--- config.mk ---
export PLATFORM = sky130hd
export DESIGN_NAME = therm_evt_ctrl
export DESIGN_NICKNAME = d
export VERILOG_FILES = /design/src/rtl/therm_evt_pkg.sv /design/src/rtl/therm_evt_cfg.sv /design/src/rtl/therm_evt_core.sv /design/src/rtl/therm_evt_ctrl.sv
export SDC_FILE = /design/constraint.sdc
export NUM_CORES = 1
export LEC_CHECK = 0
export BUFFER_PORTS_ARGS = -buffer_cell sky130_fd_sc_hd__buf_2
export CAP_MARGIN = 20
export CELL_PAD_IN_SITES_DETAIL_PLACEMENT = 0
export CELL_PAD_IN_SITES_GLOBAL_PLACEMENT = 1
export CORE_UTILIZATION = 28
export CTS_CLUSTER_DIAMETER = 60
export CTS_CLUSTER_SIZE = 40
export DETAILED_ROUTE_END_ITERATION = 16
export GPL_TIMING_DRIVEN = 0
export HOLD_SLACK_MARGIN = 0.06
export PLACE_DENSITY_LB_ADDON = 0.15
export SLEW_MARGIN = 0
export SYNTH_ARGS = -nofsm -noshare
export SYNTH_HDL_FRONTEND = slang
export SYNTH_SLANG_ARGS = --single-unit
--- constraint.sdc ---
create_clock -name clk -period 1.4 [get_ports clk]
set_input_delay 0.35 -clock clk [delete_from_list [all_inputs] [get_ports clk]]
set_output_delay 0.35 -clock clk [all_outputs]
set_load 0.1 [all_outputs]
--- src/rtl/therm_evt_pkg.sv ---
package therm_evt_pkg;
    localparam int REG_W   = 8;
    localparam int B_LCRIT = 7;
    localparam int B_LWIN  = 6;
    localparam int B_CLR   = 5;
    localparam int B_STAT  = 4;
    localparam int B_OE    = 3;
    localparam int B_CONLY = 2;
    localparam int B_POL   = 1;
    localparam int B_MODE  = 0;

    typedef struct packed {
        logic lock_crit;
        logic lock_win;
        logic oe;
        logic crit_only;
        logic pol;
        logic mode;
    } cfg_t;

    typedef struct packed {
        logic latch;
        logic cond_prev;
    } evt_st_t;
endpackage

--- src/rtl/therm_evt_cfg.sv ---
module therm_evt_cfg
    import therm_evt_pkg::*;
(
    input  logic             clk,
    input  logic             por_n,
    input  logic             wr_en,
    input  logic [REG_W-1:0] wr_data,
    output cfg_t             cfg,
    output logic             clr_stb
);
    cfg_t cfg_d, cfg_q;
    logic any_lock;
    logic stat_wr_unused;

    assign stat_wr_unused = wr_data[B_STAT];

    always_comb begin
        any_lock = cfg_q.lock_crit | cfg_q.lock_win;
        cfg_d    = cfg_q;
        if (wr_en) begin
            cfg_d.lock_crit = cfg_q.lock_crit | wr_data[B_LCRIT];
            cfg_d.lock_win  = cfg_q.lock_win  | wr_data[B_LWIN];
            if (!any_lock) begin
                cfg_d.oe   = wr_data[B_OE];
                cfg_d.pol  = wr_data[B_POL];
                cfg_d.mode = wr_data[B_MODE];
            end
            if (!cfg_q.lock_win) begin
                cfg_d.crit_only = wr_data[B_CONLY];
            end
        end
    end

    always_ff @(posedge clk or negedge por_n) begin
        if (!por_n) cfg_q <= '0;
        else        cfg_q <= cfg_d;
    end

    assign cfg     = cfg_q;
    assign clr_stb = wr_en & wr_data[B_CLR];

    a_r2_crit_lock_sticky: assert property (@(posedge clk) disable iff (!por_n)
        cfg_q.lock_crit |=> cfg_q.lock_crit);
    a_r2_win_lock_sticky: assert property (@(posedge clk) disable iff (!por_n)
        cfg_q.lock_win |=> cfg_q.lock_win);
    a_r3_shared_freeze: assert property (@(posedge clk) disable iff (!por_n)
        (cfg_q.lock_crit || cfg_q.lock_win) |=> $stable({cfg_q.oe, cfg_q.pol, cfg_q.mode}));
    a_r3_window_freeze: assert property (@(posedge clk) disable iff (!por_n)
        cfg_q.lock_win |=> $stable(cfg_q.crit_only));
endmodule

--- src/rtl/therm_evt_core.sv ---
module therm_evt_core
    import therm_evt_pkg::*;
(
    input  logic clk,
    input  logic por_n,
    input  cfg_t cfg,
    input  logic clr_stb,
    input  logic flag_below,
    input  logic flag_above,
    input  logic flag_crit,
    output logic active,
    output logic pin
);
    evt_st_t st_d, st_q;
    logic cond;
    logic rise;
    logic raw;

    always_comb begin
        cond = cfg.crit_only ? flag_crit : (flag_crit | flag_above | flag_below);
        rise = cond & ~st_q.cond_prev;
        st_d = st_q;
        st_d.cond_prev = cond;
        if (!cfg.mode)    st_d.latch = 1'b0;
        else if (rise)    st_d.latch = 1'b1;
        else if (clr_stb) st_d.latch = 1'b0;
        raw    = cfg.mode ? st_q.latch : cond;
        active = cfg.oe & raw;
        pin    = cfg.pol ? active : ~active;
    end

    always_ff @(posedge clk or negedge por_n) begin
        if (!por_n) st_q <= '0;
        else        st_q <= st_d;
    end

    a_r8_rise_sets_latch: assert property (@(posedge clk) disable iff (!por_n)
        (cfg.mode && cond && !st_q.cond_prev) |=> st_q.latch);
    a_r8_latch_holds: assert property (@(posedge clk) disable iff (!por_n)
        (cfg.mode && st_q.latch && !clr_stb) |=> st_q.latch);
endmodule

--- src/rtl/therm_evt_ctrl.sv ---
module therm_evt_ctrl
    import therm_evt_pkg::*;
(
    input  logic             clk,
    input  logic             por_n,
    input  logic             wr_en,
    input  logic [REG_W-1:0] wr_data,
    input  logic             flag_below,
    input  logic             flag_above,
    input  logic             flag_crit,
    output logic [REG_W-1:0] rd_data,
    output logic             crit_locked,
    output logic             win_locked,
    output logic             evt_pin
);
    cfg_t cfg;
    logic clr_stb;
    logic active;

    therm_evt_cfg u_cfg (
        .clk     (clk),
        .por_n   (por_n),
        .wr_en   (wr_en),
        .wr_data (wr_data),
        .cfg     (cfg),
        .clr_stb (clr_stb)
    );

    therm_evt_core u_core (
        .clk        (clk),
        .por_n      (por_n),
        .cfg        (cfg),
        .clr_stb    (clr_stb),
        .flag_below (flag_below),
        .flag_above (flag_above),
        .flag_crit  (flag_crit),
        .active     (active),
        .pin        (evt_pin)
    );

    always_comb begin
        rd_data          = '0;
        rd_data[B_LCRIT] = cfg.lock_crit;
        rd_data[B_LWIN]  = cfg.lock_win;
        rd_data[B_STAT]  = active;
        rd_data[B_OE]    = cfg.oe;
        rd_data[B_CONLY] = cfg.crit_only;
        rd_data[B_POL]   = cfg.pol;
        rd_data[B_MODE]  = cfg.mode;
    end

    assign crit_locked = cfg.lock_crit;
    assign win_locked  = cfg.lock_win;

    a_r9_disabled_idle: assert property (@(posedge clk) disable iff (!por_n)
        !rd_data[B_OE] |-> (!rd_data[B_STAT] && (evt_pin == !rd_data[B_POL])));
    a_r5_status_matches_pin: assert property (@(posedge clk) disable iff (!por_n)
        rd_data[B_STAT] == (evt_pin == rd_data[B_POL]));
    a_r1_reset_idle: assert property (@(posedge clk)
        !por_n |-> (rd_data == '0 && evt_pin));
endmodule

==> flow_summary.json <==
{
  "status": "finished with violations",
  "violations": "negative setup slack",
  "crit_fanout": 2,
  "diodes": 0,
  "syn_nets": 43,
  "finalInstanceArea_um2": 708,
  "clk_pin_slew_ns": 0.06,
  "finish.utilization_pct": 59.7,
  "fin_total_pwr_mw": 1.03,
  "dp.cells": 65,
  "cp.arrival_ns": 1.50,
  "power.density_nw_per_um2": 1460,
  "via_count": 326,
  "critPathKind": "flip-flop to primary output",
  "cts_made_buffers": 3,
  "clock_skew_ns": 0.0103,
  "crit_start": "u_cfg.cfg[2]$_DFFE_PN0P_",
  "final_common_cell": "buf_2",
  "grt_pass1_vias": 348,
  "fillCellCount": 108,
  "initial_core_util_pct": 31.9,
  "dp_slack_ns": -0.540,
  "ios": 25,
  "place_area_um2": 566,
  "synth-seq-area-share_pct": 53.0,
  "fin_cells": 72,
  "dieWidth_um": 38.7,
  "required_ns": 1.05,
  "fmax_mhz": 541,
  "syn-instance-count": 29,
  "avgSynthCellArea_um2": 13.0,
  "slew_violations": 0,
  "place.port_buffers": 22,
  "clock_path_buffers": 2,
  "ant_nets": 0,
  "fin_nets": 73,
  "drc_errors": 0,
  "coreArea_um2": 1190,
  "syn_to_final_growth_pct": 87.4,
  "setup_viol": 3,
  "fin_ws_ns": -0.449,
  "tritoncts": "built",
  "hp-class": "input pin to flip-flop",
  "start_kind": "flip-flop",
  "yosys_warnings": 0,
  "syn_area_um2": 378,
  "slowest_stage": "dfrtp_4",
  "root_buffer": "clkbuf_4",
  "leakage_nw": 0.327,
  "place_hpwl_um": 642,
  "maxCapViolations": 0,
  "wl_um": 850,
  "firstDrtPassIters": 2,
  "gp_congestion": 0.720,
  "ys_ff_latch": 8,
  "max_stage_delay_ns": 0.40,
  "grt_max_degree": 9,
  "h-tree-depth": 1,
  "reg2reg_depth": 3,
  "layout_common_cells": "12 x buf_2, 9 x buf_4, 5 x buf_12, 4 x clkbuf_4",
  "grt_pass1_wl_um": 1440,
  "rrSetupSlack_ns": 0.05,
  "drive_gt1_share_pct": 77.6,
  "whs_ns": 0.293,
  "rsz0062_at_grt": "true",
  "ir_drop_mv": 0.820,
  "drt-initial-drc-count": 1,
  "reg2reg_to": "u_cfg.cfg[0]$_DFFE_PN0P_",
  "die_h_um": 38.7,
  "crit_end": "evt_pin",
  "rows": 12,
  "cts_sinks": 8,
  "worst_setup_path_end_kind": "primary output",
  "grt_usage_pct": 14.8,
  "hold_viol_final": 0,
  "period_needed_ns": 1.85,
  "die-area_um2": 1500,
  "path_cells": "o21ba_4, o311a_4, xnor2_4, buf_12",
  "fin_tns_setup_ns": -0.895,
  "reg2reg_from": "u_cfg.cfg[4]$_DFFE_PN0P_",
  "overflow": 0,
  "antenna_found_initial": 0,
  "synth_cell_type_count": 15,
  "wl_per_cell_um": 11.8,
  "drt-vias-per-instance": 4.53,
  "finalCritPeriodShare_pct": 132,
  "clk_latency_ns": 0.26
}
==> how the worst min path moves through the flow <==
stage	startpoint	to	slack [ns]	cells after the start
after detailed placement	por_n	u_cfg.cfg[2]$_DFFE_PN0P_	0.20	1
after CTS	wr_data[7]	u_cfg.cfg[5]$_DFFE_PN0P_	0.29	2
after floorplan	por_n	u_cfg.cfg[0]$_DFFE_PN0P_	0.05	0
final	wr_data[7]	u_cfg.cfg[5]$_DFFE_PN0P_	0.29	2
after global routing	wr_data[6]	u_cfg.cfg[4]$_DFFE_PN0P_	0.29	2
after global placement	por_n	u_cfg.cfg[2]$_DFFE_PN0P_	0.20	1
==> repair_timing <==
item | 4_1_cts | 5_1_grt
setup endpoints to repair | 10 | 8
gates resized for setup | 23 | 3
hold buffers | 1 | 0
pin swaps | 1 | 0
setup buffers | 2 | 1
endpoints found under the hold margin | 8 | 0
==> power by group <==
group          switching [mW]  total [mW]  internal (mW)
Sequential             0.0276       0.292          0.265
Combinational           0.342       0.545          0.203
Clock                  0.0870       0.197          0.110
==> flip-flops by register name (all words and copies together), names as in the netlist <==
signal and flops:
u_cfg.cfg 6, u_core.st_q 2
==> cell usage after synthesis <==
library cell / number / area, um2
dfrtp_1: 8 / 200
buf_4: 4 / 30.0
conb_1: 1 / 3.75
nor2b_1: 1 / 6.26
nand2_1: 1 / 3.75
or2_2: 1 / 6.26
a32o_1: 1 / 10.0
o311a_2: 1 / 11.3
nor2b_4: 1 / 13.8
a21o_1: 2 / 15.0
and2b_1: 1 / 7.51
nand2b_1: 1 / 6.26
mux2_2: 4 / 45.0
xnor2_1: 1 / 8.76
o21ba_1: 1 / 10.0
==> cells by family (layout without fill, tap and decap cells) <==
kind of cell              Yosys count  count (layout)  share of synthesized area [%]
buffers and inverters               4              33                           7.95
muxes                               4               4                           11.9
and+or+nand+nor                     6               6                           11.6
xor gates and xnor gates            1               1                           2.32
AOI/OAI and AO/OA                   5               5                           12.3
other                               1               1                          0.992
DFF                                 8               8                           53.0
==> worst max-delay path, delay by kind of cell, from the launching register on <==
kind            cells  cell delay (ns)
compound gates      2             0.49
xor+xnor            1             0.16
buf+inv             1             0.19
flops               1             0.40
==> metal layers <==
metal	GRT usage, %	routed length (um)	vias up
met5	0	0	-
met4	7.76	13	0
met3	5.78	64	2
met2	24.6	430	14
met1	15.9	341	158
li1	-	-	152
==> layout make-up <==
cell class,count,area [um2],area share [%]
multi-input combinational,17,194,27.4
sequential,8,214,30.2
tap,14,17.5,2.47
clock buffer,4,26.3,3.71
buffer,3,26.3,3.71
timing repair buffer,26,230,32.5
Power figures use the tool's default switching activity.
